**config.mk**
```make
export PLATFORM = sky130hd
export DESIGN_NAME = alu16_core
export DESIGN_NICKNAME = d
export VERILOG_FILES = /design/src/rtl/alu16_pkg.sv /design/src/rtl/alu16_decode.sv /design/src/rtl/alu16_arith.sv /design/src/rtl/alu16_divider.sv /design/src/rtl/alu16_core.sv
export SDC_FILE = /design/constraint.sdc
export NUM_CORES = 1
export LEC_CHECK = 0
export BUFFER_PORTS_ARGS = -buffer_cell sky130_fd_sc_hd__buf_2
export CORE_MARGIN = 4
export CORE_UTILIZATION = 65
export CTS_CLUSTER_DIAMETER = 200
export CTS_CLUSTER_SIZE = 25
export DETAILED_ROUTE_END_ITERATION = 12
export PLACE_DENSITY = 0.85
export SLEW_MARGIN = 5
export SYNTH_ARGS = -nofsm -noshare
export SYNTH_HDL_FRONTEND = slang
export SYNTH_SLANG_ARGS = --single-unit
```
**constraint.sdc**
```tcl
create_clock -name clk -period 4.3 [get_ports clk]
set_input_delay 0.215 -clock clk [delete_from_list [all_inputs] [get_ports clk]]
set_output_delay 0.215 -clock clk [all_outputs]
set_load 0.01 [all_outputs]
```
**src/rtl/alu16_pkg.sv**
```systemverilog
package alu16_pkg;

    typedef enum logic [3:0] {
        K_ADD, K_SUB, K_MUL, K_DIV, K_MOD,
        K_AND, K_OR, K_XOR, K_NOT, K_TEST, K_CMP, K_BAD
    } op_kind_e;

    typedef enum logic [1:0] {
        S_IDLE, S_DIV_RUN, S_DIV_DONE
    } alu_state_e;

    typedef struct packed {
        logic z;
        logic n;
        logic c;
        logic v;
    } alu_flags_t;

endpackage

```
**src/rtl/alu16_decode.sv**
```systemverilog
module alu16_decode
    import alu16_pkg::*;
(
    input  logic [7:0] opcode,
    output op_kind_e   kind,
    output logic       use_cin
);
    always_comb begin
        use_cin = 1'b0;
        unique case (opcode)
            8'h1E, 8'h23: kind = K_ADD;
            8'h1F, 8'h24: kind = K_SUB;
            8'h28, 8'h30: begin kind = K_ADD; use_cin = 1'b1; end
            8'h29, 8'h31: begin kind = K_SUB; use_cin = 1'b1; end
            8'h20, 8'h25: kind = K_MUL;
            8'h21, 8'h26: kind = K_DIV;
            8'h22, 8'h27: kind = K_MOD;
            8'h32, 8'h37: kind = K_AND;
            8'h33, 8'h38: kind = K_OR;
            8'h34:        kind = K_XOR;
            8'h35:        kind = K_NOT;
            8'h36:        kind = K_TEST;
            8'h5A, 8'h5B: kind = K_CMP;
            default:      kind = K_BAD;
        endcase
    end
endmodule

```
**src/rtl/alu16_arith.sv**
```systemverilog
module alu16_arith
    import alu16_pkg::*;
#(
    parameter int W = 16
) (
    input  op_kind_e    kind,
    input  logic        use_cin,
    input  logic [W-1:0] opa,
    input  logic [W-1:0] opb,
    input  logic        carry_in,
    output logic [W-1:0] res,
    output logic [W-1:0] res_hi,
    output alu_flags_t  flags,
    output logic        wr,
    output logic        wr_hi
);
    localparam int MSB = W - 1;

    logic          cin_eff;
    logic [W:0]    sum_w;
    logic [W:0]    dif_w;
    logic [2*W-1:0] prod_w;

    assign cin_eff = use_cin & carry_in;
    assign sum_w   = {1'b0, opa} + {1'b0, opb} + {{W{1'b0}}, cin_eff};
    assign dif_w   = {1'b0, opa} - {1'b0, opb} - {{W{1'b0}}, cin_eff};
    assign prod_w  = opa * opb;

    always_comb begin
        res    = '0;
        res_hi = '0;
        wr     = 1'b1;
        wr_hi  = 1'b0;
        flags  = '0;
        unique case (kind)
            K_ADD: begin
                res     = sum_w[W-1:0];
                flags.c = sum_w[W];
                flags.v = (opa[MSB] == opb[MSB]) && (sum_w[MSB] != opa[MSB]);
            end
            K_SUB, K_CMP: begin
                res     = dif_w[W-1:0];
                flags.c = dif_w[W];
                flags.v = (opa[MSB] != opb[MSB]) && (dif_w[MSB] != opa[MSB]);
                wr      = (kind == K_SUB);
            end
            K_MUL: begin
                res    = prod_w[W-1:0];
                res_hi = prod_w[2*W-1:W];
                wr_hi  = 1'b1;
            end
            K_AND:  res = opa & opb;
            K_OR:   res = opa | opb;
            K_XOR:  res = opa ^ opb;
            K_NOT:  res = ~opa;
            K_TEST: begin
                res = opa & opb;
                wr  = 1'b0;
            end
            default: wr = 1'b0;
        endcase
        if (kind == K_MUL) begin
            flags.z = (prod_w == '0);
            flags.n = prod_w[2*W-1];
            flags.c = |prod_w[2*W-1:W];
            flags.v = |prod_w[2*W-1:W];
        end else begin
            flags.z = (res == '0);
            flags.n = res[MSB];
        end
    end
endmodule

```
**src/rtl/alu16_divider.sv**
```systemverilog
module alu16_divider #(
    parameter int W = 16
) (
    input  logic         clk,
    input  logic         rst_n,
    input  logic         load,
    input  logic         step,
    input  logic [W-1:0] dividend,
    input  logic [W-1:0] divisor,
    output logic [W-1:0] quotient,
    output logic [W-1:0] remainder
);
    logic [W:0]   rem_q;
    logic [W-1:0] quo_q;
    logic [W-1:0] dvs_q;
    logic [W:0]   shifted;
    logic [W:0]   trial;

    assign shifted = {rem_q[W-1:0], quo_q[W-1]};
    assign trial   = shifted - {1'b0, dvs_q};

    always_ff @(posedge clk or negedge rst_n) begin
        if (!rst_n) begin
            rem_q <= '0;
            quo_q <= '0;
            dvs_q <= '0;
        end else if (load) begin
            rem_q <= '0;
            quo_q <= dividend;
            dvs_q <= divisor;
        end else if (step) begin
            if (!trial[W]) begin
                rem_q <= trial;
                quo_q <= {quo_q[W-2:0], 1'b1};
            end else begin
                rem_q <= shifted;
                quo_q <= {quo_q[W-2:0], 1'b0};
            end
        end
    end

    assign quotient  = quo_q;
    assign remainder = rem_q[W-1:0];


    rem_below_divisor_chk: assert property (@(posedge clk) disable iff (!rst_n)
        step |=> (rem_q < {1'b0, dvs_q}));
endmodule

```
**src/rtl/alu16_core.sv**
```systemverilog
module alu16_core
    import alu16_pkg::*;
#(
    parameter int W = 16
) (
    input  logic         clk,
    input  logic         rst_n,
    input  logic         start,
    input  logic [7:0]   opcode,
    input  logic [W-1:0] opa,
    input  logic [W-1:0] opb,
    input  logic         carry_in,
    output logic         busy,
    output logic         done,
    output logic         wr_en,
    output logic         wr_hi,
    output logic [W-1:0] result,
    output logic [W-1:0] result_hi,
    output logic         flag_z,
    output logic         flag_n,
    output logic         flag_c,
    output logic         flag_v
);
    localparam int             CW       = $clog2(W + 1);
    localparam logic [CW-1:0]  CNT_INIT = CW'(W);

    op_kind_e   kind;
    logic       use_cin;
    logic [W-1:0] a_res, a_hi;
    alu_flags_t a_flags;
    logic       a_wr, a_wrhi;
    logic [W-1:0] quo, rem;

    alu_state_e state_q, state_d;
    logic [CW-1:0] cnt_q;
    logic       mod_q;
    logic       accept, is_div, div_zero, load, step;

    logic       done_q, wr_q, wrhi_q;
    logic [W-1:0] res_q, hi_q;
    alu_flags_t flag_q;

    alu16_decode u_dec (
        .opcode  (opcode),
        .kind    (kind),
        .use_cin (use_cin)
    );

    alu16_arith #(.W(W)) u_arith (
        .kind     (kind),
        .use_cin  (use_cin),
        .opa      (opa),
        .opb      (opb),
        .carry_in (carry_in),
        .res      (a_res),
        .res_hi   (a_hi),
        .flags    (a_flags),
        .wr       (a_wr),
        .wr_hi    (a_wrhi)
    );

    alu16_divider #(.W(W)) u_div (
        .clk       (clk),
        .rst_n     (rst_n),
        .load      (load),
        .step      (step),
        .dividend  (opa),
        .divisor   (opb),
        .quotient  (quo),
        .remainder (rem)
    );

    assign accept   = (state_q == S_IDLE) && start;
    assign is_div   = (kind == K_DIV) || (kind == K_MOD);
    assign div_zero = (opb == '0);
    assign load     = accept && is_div && !div_zero;
    assign step     = (state_q == S_DIV_RUN);

    always_comb begin
        state_d = state_q;
        unique case (state_q)
            S_IDLE:     if (load) state_d = S_DIV_RUN;
            S_DIV_RUN:  if (cnt_q == CW'(1)) state_d = S_DIV_DONE;
            S_DIV_DONE: state_d = S_IDLE;
            default:    state_d = S_IDLE;
        endcase
    end

    always_ff @(posedge clk or negedge rst_n) begin
        if (!rst_n) begin
            state_q <= S_IDLE;
            cnt_q   <= '0;
            mod_q   <= 1'b0;
        end else begin
            state_q <= state_d;
            if (load) begin
                cnt_q <= CNT_INIT;
                mod_q <= (kind == K_MOD);
            end else if (step) begin
                cnt_q <= cnt_q - CW'(1);
            end
        end
    end

    always_ff @(posedge clk or negedge rst_n) begin
        if (!rst_n) begin
            done_q <= 1'b0;
            wr_q   <= 1'b0;
            wrhi_q <= 1'b0;
            res_q  <= '0;
            hi_q   <= '0;
            flag_q <= '0;
        end else begin
            done_q <= 1'b0;
            wr_q   <= 1'b0;
            wrhi_q <= 1'b0;
            if (state_q == S_DIV_DONE) begin
                done_q   <= 1'b1;
                wr_q     <= 1'b1;
                res_q    <= mod_q ? rem : quo;
                flag_q.z <= ((mod_q ? rem : quo) == '0);
                flag_q.n <= mod_q ? rem[W-1] : quo[W-1];
                flag_q.c <= 1'b0;
                flag_q.v <= 1'b0;
            end else if (accept && !load) begin
                done_q <= 1'b1;
                if (is_div) begin
                    flag_q <= '{z: 1'b0, n: 1'b0, c: 1'b0, v: 1'b1};
                end else if (kind != K_BAD) begin
                    wr_q   <= a_wr;
                    wrhi_q <= a_wrhi;
                    res_q  <= a_res;
                    hi_q   <= a_hi;
                    flag_q <= a_flags;
                end
            end
        end
    end

    assign busy      = (state_q != S_IDLE);
    assign done      = done_q;
    assign wr_en     = wr_q;
    assign wr_hi     = wrhi_q;
    assign result    = res_q;
    assign result_hi = hi_q;
    assign flag_z    = flag_q.z;
    assign flag_n    = flag_q.n;
    assign flag_c    = flag_q.c;
    assign flag_v    = flag_q.v;


    write_needs_done_chk: assert property (@(posedge clk) disable iff (!rst_n)
        (wr_q || wrhi_q) |-> done_q);


    high_write_pairs_chk: assert property (@(posedge clk) disable iff (!rst_n)
        wrhi_q |-> wr_q);


    illegal_keeps_flags_chk: assert property (@(posedge clk) disable iff (!rst_n)
        (accept && kind == K_BAD) |=> (done_q && !wr_q && $stable(flag_q)));


    quiet_while_dividing_chk: assert property (@(posedge clk) disable iff (!rst_n)
        (state_q == S_DIV_RUN) |-> !done_q);
endmodule

```
==> results.tsv <==
stage	metric	value	unit
status	status	complete, but fails checks	
status	violations	setup timing	
timing	slew_headroom	0.221	
setup_path	path_max_fanout	6	
cts	cts-root-buf	clkbuf_16	
route	route.detailed.drc	0	
cts	numCtsBuffers	9	
die	die_h	167	µm
final_layout	diodes	0	
logic_synthesis	yosysTopAreaCellShare	0.242	
timing	finClkSkew	0.0119	ns
die	die_area	28000	µm²
global_route	antenna_found_initial	2	
placement	dp_slack	-2.42	ns
global_route	grt_pass1_wl	98600	µm
timing	final-max-slew-violation-count	0	
final_layout	nNetsFinal	2762	
worst_hold_path	hold_path_class	in2reg	
timing	setup_viol	31	
die	die_x	167	µm
timing	rsz0062_at_grt	yes	
logic_synthesis	synth_ff_type	dfrtp_1	
route	avgRoutedWirePerCell	25.7	µm
setup_path	critPathArrivalTime	6.64	ns
logic_synthesis	yosysSeqAreaShare	0.144	
route	vias	17900	
final_layout	fill_cells	1298	
timing	report.final.hold_viol_count	0	
placement	place_congestion	1.07	
setup_path	cp-start-kind	input port	
placement	port_buffers	83	
cts	cts_buffer_depth	2	
cts	clk_pin_slew	0.08	ns
placement	place_area	19400	µm²
job	cap_violations	0	
logic_synthesis	synth_enable_flop_cells	0	
timing	fmax	156	MHz
logic_synthesis	postSynth.asyncResetShare	1.00	
logic_synthesis	yosys-top-cells-area	fa_1 24%, dfrtp_1 14%, ha_1 14%, inv_1 7.2%, nand2_1 5.8%	
global_route	grt_overflow	0	
route	vias_per_cell	6.70	
cts	cts_tree	built	
die	fp-row-count	58	
route	routed_wl	68700	µm
die	core	25000	µm²
timing	min_period	6.43	ns
logic_synthesis	yosysTopAreaCell	fa_1	
cts	clkLatencyLatePin	0.36	ns
setup_path	cp.required	4.51	ns
timing	setup_ws	-2.13	ns
final_layout	layout-drive-gt1-share	0.297	
timing	period_share	1.49	
placement	dp_hpwl	48500	µm
die	io_pins	84	
logic_synthesis	synth_area_per_cell	8.33	µm²
logic_synthesis	synthCells	1978	
route	first_pass_iters	8	
logic_synthesis	ys_warn_count	0	
global_route	first_global_vias	17900	
route	ant_nets	0	
logic_synthesis	synth_cell_types	84	
logic_synthesis	yosys-top-cells-count	318 x inv_1, 255 x nand2_1, 199 x fa_1	
route	drtIter0Drc	2484	
logic_synthesis	ys_ff_latch	95	
logic_synthesis	synthMostInstantiatedCell	inv_1	
global_route	grtUsageTotal	0.450	
final_layout	stdcell_area	21600	µm²
global_route	grt_start_max_net_pins	59	
final_layout	areaGrowthSynthToFinish	31.2	%
timing	worst_pin_slew	1.16	ns
logic_synthesis	syn_nets	2405	
cts	h-tree-depth	3	
setup_path	critical_path_class	in2reg	
cts	clock_sinks	95	
logic_synthesis	synth.cell_area	16500	µm²
setup_path	cp-end-kind	flip-flop	
die	start_util	0.658	
[layout make-up]
| class | instances | area, µm² | share of cell area |
|---|---|---|---|
| inverter | 328 | 1350 | 0.0625 |
| sequential | 95 | 2380 | 0.110 |
| multi-input combinational | 1470 | 13700 | 0.635 |
| timing repair buffer | 431 | 3460 | 0.160 |
| tap | 330 | 413 | 0.0191 |
| clock buffer | 9 | 225 | 0.0104 |
| clock inverter | 7 | 75.1 | 0.00347 |
[routing by layer]
| layer | routed length [µm] | vias to the layer above | share of wire | track usage |
|---|---|---|---|---|
| met4 | 6480 | 2 | 0.094 | 0.274 |
| li1 | - | 7282 | - | - |
| met1 | 23000 | 8445 | 0.33 | 0.558 |
| met2 | 30500 | 1650 | 0.44 | 0.714 |
| met3 | 8710 | 518 | 0.13 | 0.113 |
| met5 | 10 | - | 0.00015 | 0 |
[cell families (layout without fill, tap and decap cells)]
family / Yosys count / count (layout) / synth area share
simple gates: 634 / 634 / 0.171
compound gates: 354 / 354 / 0.151
xor+xnor: 62 / 62 / 0.0329
buf+inv: 413 / 775 / 0.0960
fa+ha+maj: 383 / 383 / 0.381
mux: 37 / 37 / 0.0228
flops: 95 / 95 / 0.144
[critical path, stage by stage]
cell and delay [ns]:
buf_12 0.13, inv_6 0.06, buf_4 0.11, nor2_2 0.05, fa_1 0.55, inv_2 0.05, fa_1 0.51, inv_2 0.05
fa_1 0.52, fa_1 0.50, fa_1 0.58, inv_1 0.10, fa_1 0.48, inv_1 0.05, ha_1 0.31, buf_6 0.15
nand4_1 0.21, nor4_4 0.28, buf_4 0.20, nor3_4 0.06, xnor2_2 0.25, nand2_2 0.12, nand4b_1 0.20, nor4_2 0.29
buf_4 0.16, and4_4 0.31, o221ai_2 0.12
[per-stage QoR]
| stage | hold WS [ns] | setup TNS, ns | std cells | util |
|---|---|---|---|---|
| floorplan | -0.0806 | -25.64 | 1978 | - |
| global placement | 0.277 | -47.47 | 2586 | 0.777 |
| detailed placement | 0.280 | -51.00 | 2586 | 0.777 |
| CTS | 0.271 | -34.91 | 2642 | 0.826 |
| global route | 0.295 | -43.10 | 2670 | 0.864 |
| finish | 0.302 | -39.88 | 2670 | 0.864 |
[layout by cell type, fill, tap and decap left out, types with 10 or more instances in the layout]
cell	n
buf_4	312
inv_1	274
nand2_1	245
fa_1	185
nor2_1	161
ha_1	161
dfrtp_1	95
o21ai_0	64
buf_2	54
buf_6	46
a21oi_1	42
mux2i_1	35
inv_2	34
nor3_1	33
nand3_1	31
xnor2_1	29
nor2_2	23
o22ai_1	21
ha_4	19
xor2_1	18
a221o_1	18
a22oi_1	17
a21o_1	15
o211ai_1	15
fa_2	14
nor2_4	13
nand2b_1	11
nand4_1	11
or3_1	11
o21a_1	11
buf_12	11
a31oi_1	10
xnor2_2	10
a22o_1	10
[registers in the layout, indices dropped and copies added, names as in the netlist]
register and count:
cnt_q 5, done 1, flag_c 1, flag_n 1
flag_v 1, flag_z 1, mod_q 1, result 16
result_hi 16, state_q 2, u_div.dvs_q 16, u_div.quotient 16
u_div.rem_q 16, wr_en 1, wr_hi 1
[what timing repair did]
| action | 4_1_cts | 5_1_grt |
|---|---|---|
| hold buffers | 1 | 0 |
| endpoints found under the hold margin | 51 | 0 |
| pin swaps | 63 | 105 |
| setup buffers | 41 | 44 |
| endpoints found under the setup margin | 31 | 30 |
| gates resized for setup | 161 | 183 |
[path summary, 6_finish.rpt]
path	from	endpoint	slack [ns]	cells past startpoint
hold / removal	opb[12]	u_div.dvs_q[12]$_DFFE_PN0P_	0.30	4
setup reg to reg	u_div.quotient[15]$_DFFE_PN0P_	u_div.rem_q[14]$_DFFE_PN0P_	0.26	13
min in group asynchronous	rst_n	u_div.rem_q[2]$_DFFE_PN0P_	0.47	2
setup / recovery	opa[11]	flag_v$_DFFE_PN0P_	-2.13	27
max in group asynchronous	rst_n	u_div.quotient[7]$_DFFE_PN0P_	2.76	3
hold reg to reg	result_hi[11]$_DFFE_PN0P_	result_hi[11]$_DFFE_PN0P_	0.49	2
Power is left out: the tool's default activity adds up to more than one toggle a clock period on the data nets, which glitch-free logic cannot reach.
